==> src/rtl/bog_pkg.sv <==
package bog_pkg;
    localparam int OFS_W   = 3;
    localparam int BEATS8  = 1 << OFS_W;
    localparam int BEATS4  = BEATS8 / 2;
    localparam int LEN_W   = OFS_W + 1;

    typedef enum logic [1:0] {
        LEN_FIX8 = 2'b00,
        LEN_OTF  = 2'b01,
        LEN_FIX4 = 2'b10,
        LEN_RSVD = 2'b11
    } len_mode_e;

    typedef struct packed {
        logic             busy;
        logic             wr;
        logic             ilv;
        logic             bc4;
        logic [OFS_W-1:0] start;
        logic [OFS_W-1:0] idx;
        logic             vld;
        logic [OFS_W-1:0] off;
        logic             last;
        logic [LEN_W-1:0] blen;
        logic             err;
    } gen_state_t;
endpackage

==> src/rtl/bog_len_decode.sv <==
module bog_len_decode
    import bog_pkg::*;
(
    input  logic [1:0] mode,
    input  logic       chop_n,
    output logic       legal,
    output logic       short4
);
    always_comb begin
        legal  = 1'b1;
        short4 = 1'b0;
        unique case (len_mode_e'(mode))
            LEN_FIX8: short4 = 1'b0;
            LEN_OTF:  short4 = ~chop_n;
            LEN_FIX4: short4 = 1'b1;
            default:  legal  = 1'b0;
        endcase
    end
endmodule

==> src/rtl/bog_beat_order.sv <==
module bog_beat_order #(
    parameter int W = 3
) (
    input  logic [W-1:0] start,
    input  logic [W-1:0] idx,
    input  logic         wr,
    input  logic         ilv,
    input  logic         short4,
    output logic [W-1:0] off
);
    localparam int LO = W - 1;

    logic [W-1:0] seq_off;
    logic [W-1:0] wr_off;

    always_comb begin
        seq_off[W-1]    = start[W-1] ^ idx[W-1];
        seq_off[LO-1:0] = start[LO-1:0] + idx[LO-1:0];
        wr_off          = short4 ? {start[W-1], idx[LO-1:0]} : idx;
        if (wr)
            off = wr_off;
        else if (ilv)
            off = start ^ idx;
        else
            off = seq_off;
    end
endmodule

==> src/rtl/burst_order_gen.sv <==
module burst_order_gen
    import bog_pkg::*;
(
    input  logic             clk,
    input  logic             rst_n,
    input  logic             cmd_valid,
    input  logic             cmd_is_write,
    input  logic             interleave,
    input  logic [1:0]       len_mode,
    input  logic             chop_n,
    input  logic [OFS_W-1:0] start_col,
    input  logic             beat_en,
    output logic             beat_valid,
    output logic [OFS_W-1:0] beat_offset,
    output logic             beat_last,
    output logic [LEN_W-1:0] burst_len,
    output logic             cmd_drop_err
);
    localparam logic [OFS_W-1:0] IDX_END8 = OFS_W'(BEATS8 - 1);
    localparam logic [OFS_W-1:0] IDX_END4 = OFS_W'(BEATS4 - 1);

    gen_state_t st_q, st_d;
    logic             mode_ok;
    logic             mode_short;
    logic [OFS_W-1:0] next_off;
    logic             final_beat;

    bog_len_decode u_dec (
        .mode   (len_mode),
        .chop_n (chop_n),
        .legal  (mode_ok),
        .short4 (mode_short)
    );

    bog_beat_order #(.W(OFS_W)) u_ord (
        .start  (st_q.start),
        .idx    (st_q.idx),
        .wr     (st_q.wr),
        .ilv    (st_q.ilv),
        .short4 (st_q.bc4),
        .off    (next_off)
    );

    always_comb begin
        st_d       = st_q;
        st_d.vld   = 1'b0;
        st_d.last  = 1'b0;
        st_d.err   = 1'b0;
        final_beat = st_q.bc4 ? (st_q.idx == IDX_END4) : (st_q.idx == IDX_END8);

        if (cmd_valid && (st_q.busy || !mode_ok))
            st_d.err = 1'b1;

        if (st_q.busy && beat_en) begin
            st_d.vld  = 1'b1;
            st_d.off  = next_off;
            st_d.last = final_beat;
            st_d.idx  = st_q.idx + 1'b1;
            if (final_beat)
                st_d.busy = 1'b0;
        end

        if (cmd_valid && !st_q.busy && mode_ok) begin
            st_d.busy  = 1'b1;
            st_d.wr    = cmd_is_write;
            st_d.ilv   = interleave;
            st_d.bc4   = mode_short;
            st_d.start = start_col;
            st_d.idx   = '0;
            st_d.blen  = mode_short ? LEN_W'(BEATS4) : LEN_W'(BEATS8);
        end
    end

    always_ff @(posedge clk or negedge rst_n) begin
        if (!rst_n)
            st_q <= '0;
        else
            st_q <= st_d;
    end

    assign beat_valid   = st_q.vld;
    assign beat_offset  = st_q.off;
    assign beat_last    = st_q.last;
    assign burst_len    = st_q.blen;
    assign cmd_drop_err = st_q.err;
endmodule

==> config.mk <==
export PLATFORM = sky130hd
export DESIGN_NAME = burst_order_gen
export DESIGN_NICKNAME = d
export VERILOG_FILES = /design/src/rtl/bog_pkg.sv /design/src/rtl/bog_len_decode.sv /design/src/rtl/bog_beat_order.sv /design/src/rtl/burst_order_gen.sv
export SDC_FILE = /design/constraint.sdc
export NUM_CORES = 1
export LEC_CHECK = 0
export CORE_ASPECT_RATIO = 1.5
export CORE_MARGIN = 4
export CORE_UTILIZATION = 44
export CTS_CLUSTER_SIZE = 28
export DETAILED_ROUTE_END_ITERATION = 8
export PLACE_DENSITY = 0.78
export SLEW_MARGIN = 20
export SYNTH_ARGS = -nofsm -noshare
export SYNTH_HDL_FRONTEND = slang
export SYNTH_HIERARCHICAL = 1
export SYNTH_SLANG_ARGS = --single-unit
==> constraint.sdc <==
create_clock -name clk -period 1.31 [get_ports clk]
set_input_delay 0.1965 -clock clk [delete_from_list [all_inputs] [get_ports clk]]
set_output_delay 0.1965 -clock clk [all_outputs]
set_load 0.02 [all_outputs]
==> results of run 1 <==
power by group through the flow:
stage	clock network [uW]	logic [uW]	registers (uW)
floorplan	0	863	902
global placement	0	1150	902
detailed placement	0	1190	916
CTS	280	1140	900
global route	309	1250	932
finish	268	1150	896
routing by layer:
| layer | share of wire [%] | global-route usage [%] |
|---|---|---|
| met4 | 1.3 | 5.338 |
| met5 | 0 | 0 |
| met1 | 38 | 12.11 |
| met3 | 5.5 | 2.192 |
| met2 | 55 | 23.28 |
worst max-delay path: stages, from the launching register on:
cell     delay, ns
dfrtp_1       0.37
ha_2          0.16
nor2b_4       0.13
mux2i_1       0.22
xnor2_1       0.09
mux2_2        0.26
synthesized netlist by cell type (all sizes together):
| cell | count |
|---|---|
| dfrtp | 17 |
| mux2 | 10 |
| buf | 9 |
| inv | 7 |
| ha | 5 |
| a21oi | 4 |
| mux2i | 3 |
| nor2 | 3 |
| a21bo | 2 |
| nand2 | 2 |
| nand3 | 2 |
| nand3b | 2 |
| nor2b | 2 |
| o21ai | 2 |
| xnor2 | 2 |
| a21boi | 1 |
| a2bb2oi | 1 |
| and3b | 1 |
| and4 | 1 |
| clkbuf | 1 |
| conb | 1 |
| nand2b | 1 |
| nor4 | 1 |
metrics by stage:
step	utilization (%)	std cells	hold WS, ns
finish	59.88	130	0.2287
detailed placement	58.11	124	0.4927
CTS	59.45	129	0.2264
global placement	58.11	124	0.4882
global route	59.88	130	0.2247
floorplan	-	81	-0.09909
sequential cells by signal, indices dropped and copies added, names as in the netlist:
register / cells
beat_valid: 1
cmd_drop_err: 1
st_q: 9
beat_offset: 3
burst_len: 2
beat_last: 1
what timing repair did:
| action | 4_1_cts | 5_1_grt |
|---|---|---|
| pin swaps | 0 | 0 |
| endpoints found under the setup margin | 15 | 2 |
| gates resized for setup | 12 | 1 |
| setup buffers | 1 | 1 |
| endpoints found under the hold margin | 0 | 0 |
final timing paths:
| kind | start | end | slack, ns | cells past startpoint |
|---|---|---|---|---|
| max in group asynchronous | rst_n | beat_offset[1] | 0.90 | 2 |
| min reg2reg | beat_offset[2] | beat_offset[2] | 0.51 | 1 |
| min | rst_n | st_q[14] | 0.23 | 2 |
| max reg2reg | st_q[13] | beat_offset[1] | -0.02 | 5 |
| max | st_q[13] | beat_offset[1] | -0.02 | 5 |
| min in group clk | beat_offset[2] | beat_offset[2] | 0.51 | 1 |
kinds of logic after synthesis:
logic type,Yosys count,synth area share [%]
buffers and inverters,17,11.07
adder cells (fa/ha/maj),5,6.510
AND/OR/NAND/NOR,15,11.46
AO/OA/AOI/OAI,10,7.292
flip-flops,17,44.27
XOR/XNOR,2,1.823
multiplexers,13,17.19
other,1,0.3903
layout make-up:
cell class              instances  share of cell area [%]
inverters                       7                   2.138
flip-flops and latches         17                   34.62
clock buffers                   4                   2.138
multi-input cells              47                   35.54
repair buffers                 33                   23.32
well taps                      22                   2.240
==> impl_metrics.json, run 1 <==
{
  "min_period_ns": 1.326,
  "areaGrowthSynthToFinish_pct": 27.86,
  "grt_start_max_net_pins": 18,
  "p_seq_share_pct": 38.8,
  "synth_top_area_cell": "dfrtp_1",
  "via_per_inst": 4.892,
  "syn_avg_cell_area_sq_um": 12.01,
  "dieArea_sq_um": 3011,
  "holdBufCountCts": 0,
  "num_vias": 636,
  "wl_per_cell_um": 12.89,
  "cellPowerDensity_nw_per_um2": 1880,
  "fin_ws_ns": -0.01626,
  "dp_hpwl_mm": 1.356,
  "setup_violations": 1,
  "num_rows": 20,
  "p_comb_share_pct": 49.6,
  "placed_area_sq_um": 1192,
  "ir_drop_mv": 0.8965,
  "skew_ns": 0.002821,
  "insertion_delay_ns": 0.28,
  "drive_gt1_share_pct": 31.48,
  "grt_use_total_pct": 12.33,
  "portBuffers": 19,
  "cts_root_buf": "clkbuf_4",
  "coreArea_sq_um": 2052,
  "fin_tns_setup_ns": -0.01626,
  "max_freq_mhz": 754.0,
  "yosysSeqAreaShare_pct": 44.27,
  "antenna_found_initial": 0,
  "finalPower_uw": 2310,
  "critical_path.max_fanout": 2,
  "ys_types": 27,
  "die_h_um": 65.24,
  "gp_congestion": 0.7385,
  "p_int_uw": 1524,
  "grt_pass1_wl_mm": 2.760,
  "ys_warn_count": 6,
  "ant_nets": 0,
  "grt_pass1_vias": 695,
  "power_switching_uw": 785.9,
  "initialDrtViolationCount": 12,
  "start_kind": "register",
  "route.detailed.drc": 0,
  "fillers": 183,
  "routed_wl_mm": 1.676,
  "n_antenna_cell": 0,
  "cts.sinks": 17,
  "outcome": "finished, violations left",
  "cts_tree": "built",
  "seq_area_sq_um": 425.4,
  "hp-class": "in2async",
  "yosys.area.top_type_share_pct": 44.27,
  "die_w_um": 46.16,
  "start_util_pct": 46.83,
  "clk_path_buf_depth": 2,
  "final_net_count": 126,
  "clkPwrFrac_pct": 11.6,
  "ios": 22,
  "switching_share_pct": 34.02,
  "maxCapViolations": 0,
  "cts-htree-levels": 1,
  "synth_cells": 80,
  "timing.final.crit_share_pct": 101.2,
  "clkTransAtPathRegs_ns": 0.09,
  "cts_buffers": 3,
  "layout_commonest_cell": "dfrtp_1",
  "design_area_sq_um": 1229,
  "leakage_uw": 0.0005976,
  "netlist_top_cells_area": "dfrtp_1 (44%), mux2_4 (9.4%), ha_1 (6.5%)",
  "crit_required_ns": 1.48,
  "syn_area_sq_um": 960.9,
  "violations": "setup timing",
  "critPathKind": "reg2reg",
  "rsz0062_at_grt": "yes",
  "crit_path_end_kind": "register",
  "cp.arrival_ns": 1.49,
  "pre_cts_ws_ns": -0.3775,
  "final_cell_mix": "dfrtp_1 (17), buf_4 (13), dlygate4sd2_1 (10)",
  "synth-seq-cells": 17,
  "overflow": 0,
  "slew_viol_final": 0,
  "multi_input_area_sq_um": 436.7,
  "dr.pass1.iters": 3,
  "hold_viol": 0
}
Note: power is estimated with default switching activity, not from simulation.
==> inputs of run 2 (changes only) <==
--- a/config.mk
+++ b/config.mk
@@ -10,7 +10,7 @@
 export CORE_UTILIZATION = 44
 export CTS_CLUSTER_SIZE = 28
 export DETAILED_ROUTE_END_ITERATION = 8
-export PLACE_DENSITY = 0.78
+export PLACE_DENSITY = 0.71
 export SLEW_MARGIN = 20
 export SYNTH_ARGS = -nofsm -noshare
 export SYNTH_HDL_FRONTEND = slang
==> run 2 against run 1 <==
The run still ends with setup timing left. Largest power group unchanged. Non-clock buffer count did not move. Die area did not move. Sequential power fell by 0.9%. Via count rose by 0.31%. Utilization rose by 0.43 points. Hold slack got worse by 0.0080 ns. Worst setup slack improved by 0.0047 ns.
==> impl_metrics.json, run 2 (synthesis results as in run 1) <==
{
  "cts_root_buf": "clkbuf_4",
  "drive_gt1_share_pct": 32.41,
  "wl_per_cell_um": 13.25,
  "route.detailed.drc": 0,
  "gp_congestion": 0.7247,
  "path_buf_inv": 0,
  "crit_required_ns": 1.48,
  "cts_tree": "built",
  "min_period_ns": 1.322,
  "violations": "setup timing",
  "cts_buffers": 3,
  "grt_pass1_wl_mm": 3.091,
  "multi_input_area_sq_um": 445.4,
  "num_vias": 638,
  "dieArea_sq_um": 3011,
  "pre_cts_ws_ns": -0.3681,
  "maxCapViolations": 0,
  "antenna_found_initial": 0,
  "grt_use_total_pct": 14.00,
  "fillers": 170,
  "clk_path_buf_depth": 2,
  "timing.final.crit_share_pct": 100.9,
  "critPathKind": "reg2reg",
  "hold_viol": 0,
  "crit_path_end_kind": "register",
  "leakage_uw": 0.0006022,
  "die_h_um": 65.24,
  "ant_nets": 0,
  "cellPowerDensity_nw_per_um2": 1901,
  "final_core_util_pct": 60.30,
  "initialDrtViolationCount": 7,
  "hp-class": "in2async",
  "outcome": "finished, violations left",
  "dr.pass1.iters": 4,
  "crit_slowest_cell": "dfrtp_1",
  "ir_drop_mv": 0.6591,
  "largest_reg_flops": 9,
  "grt_pass1_vias": 721,
  "final_net_count": 126,
  "overflow": 0,
  "final_cell_mix": "dfrtp_1 (17), buf_4 (13), dlygate4sd2_1 (10)",
  "worstPathCellList": "ha_1 > mux2_4 > mux2_2",
  "cp.arrival_ns": 1.49,
  "crit_family": "multiplexers",
  "dp_hpwl_mm": 1.305,
  "max_freq_mhz": 756.7,
  "die_w_um": 46.16,
  "portBuffers": 19,
  "start_util_pct": 46.83,
  "via_per_inst": 4.908,
  "clkTransAtPathRegs_ns": 0.10,
  "ios": 22,
  "skew_ns": 0.01327,
  "fin_ws_ns": -0.01160,
  "cts.sinks": 17,
  "start_kind": "register",
  "critical_path.max_fanout": 2,
  "rsz0062_at_grt": "yes",
  "n_antenna_cell": 0,
  "insertion_delay_ns": 0.29,
  "slew_viol_final": 0,
  "num_rows": 20,
  "largest-register": "st_q",
  "cts-htree-levels": 1,
  "setup_violations": 1,
  "grt_start_max_net_pins": 18,
  "seq_area_sq_um": 425.4,
  "finalPower_uw": 2352,
  "areaGrowthSynthToFinish_pct": 28.78,
  "layout_commonest_cell": "dfrtp_1",
  "coreArea_sq_um": 2052,
  "cp_slowest_stage_delay_ns": 0.39,
  "routed_wl_mm": 1.723
}
[run 2: cell counts in the layout (fill, tap and decap cells not counted)]
No cell type changed its count.
[run 2: power by group]
part	leakage (uW)	switching, uW	internal [uW]
combinational	0.000382	497	689
sequential	0.000206	150	737
clock	0.0000150	159	118
[run 2: path summary, 6_finish.rpt]
kind                                 from             end  slack [ns]  cells past startpoint
setup reg to reg                 st_q[13]  beat_offset[0]       -0.01                      3
min in group clk           beat_offset[0]  beat_offset[0]        0.51                      1
hold / removal                      rst_n  beat_offset[1]        0.22                      2
setup / recovery                 st_q[13]  beat_offset[0]       -0.01                      3
max in group asynchronous           rst_n        st_q[11]        0.89                      2
hold reg to reg            beat_offset[0]  beat_offset[0]        0.51                      1
[run 2: layout make-up]
cell class / instances / area share (%)
timing repair buffer: 33 / 23.15
clock buffer: 4 / 2.123
tap: 22 / 2.224
sequential: 17 / 34.38
inverter: 7 / 2.123
multi-input combinational: 47 / 36.00
[run 2: per-stage QoR]
step | area, sq um | setup TNS (ns) | cells | hold slack (ns)
floorplan | 964.7 | 0 | 81 | -0.09909
global placement | 1200 | -2.598 | 125 | 0.4891
detailed placement | 1200 | -2.916 | 125 | 0.4939
CTS | 1225 | -0.01570 | 130 | 0.2178
global route | 1237 | -0.1130 | 130 | 0.2373
finish | 1237 | -0.01160 | 130 | 0.2207
[run 2: routing by layer]
metal	part of all wire [%]	GRT usage, %	routed length (um)	vias up
met5	0	0	0	-
met4	2.3	7.473	39	0
met3	4.9	1.370	85	4
met2	57	26.03	981	14
met1	36	14.16	616	306
li1	-	-	-	314
[run 2: worst reg2reg max path: cells and delay by family (launching register included)]
kind	cells	cell delay, ns
adder cells (fa/ha/maj)	1	0.30
flip-flops	1	0.39
multiplexers	2	0.53
[run 2: what timing repair did]
item	in CTS	in global routing
resized for setup	11	3
hold buffers	0	0
buffers inserted	1	0
endpoints found under the setup margin	16	4
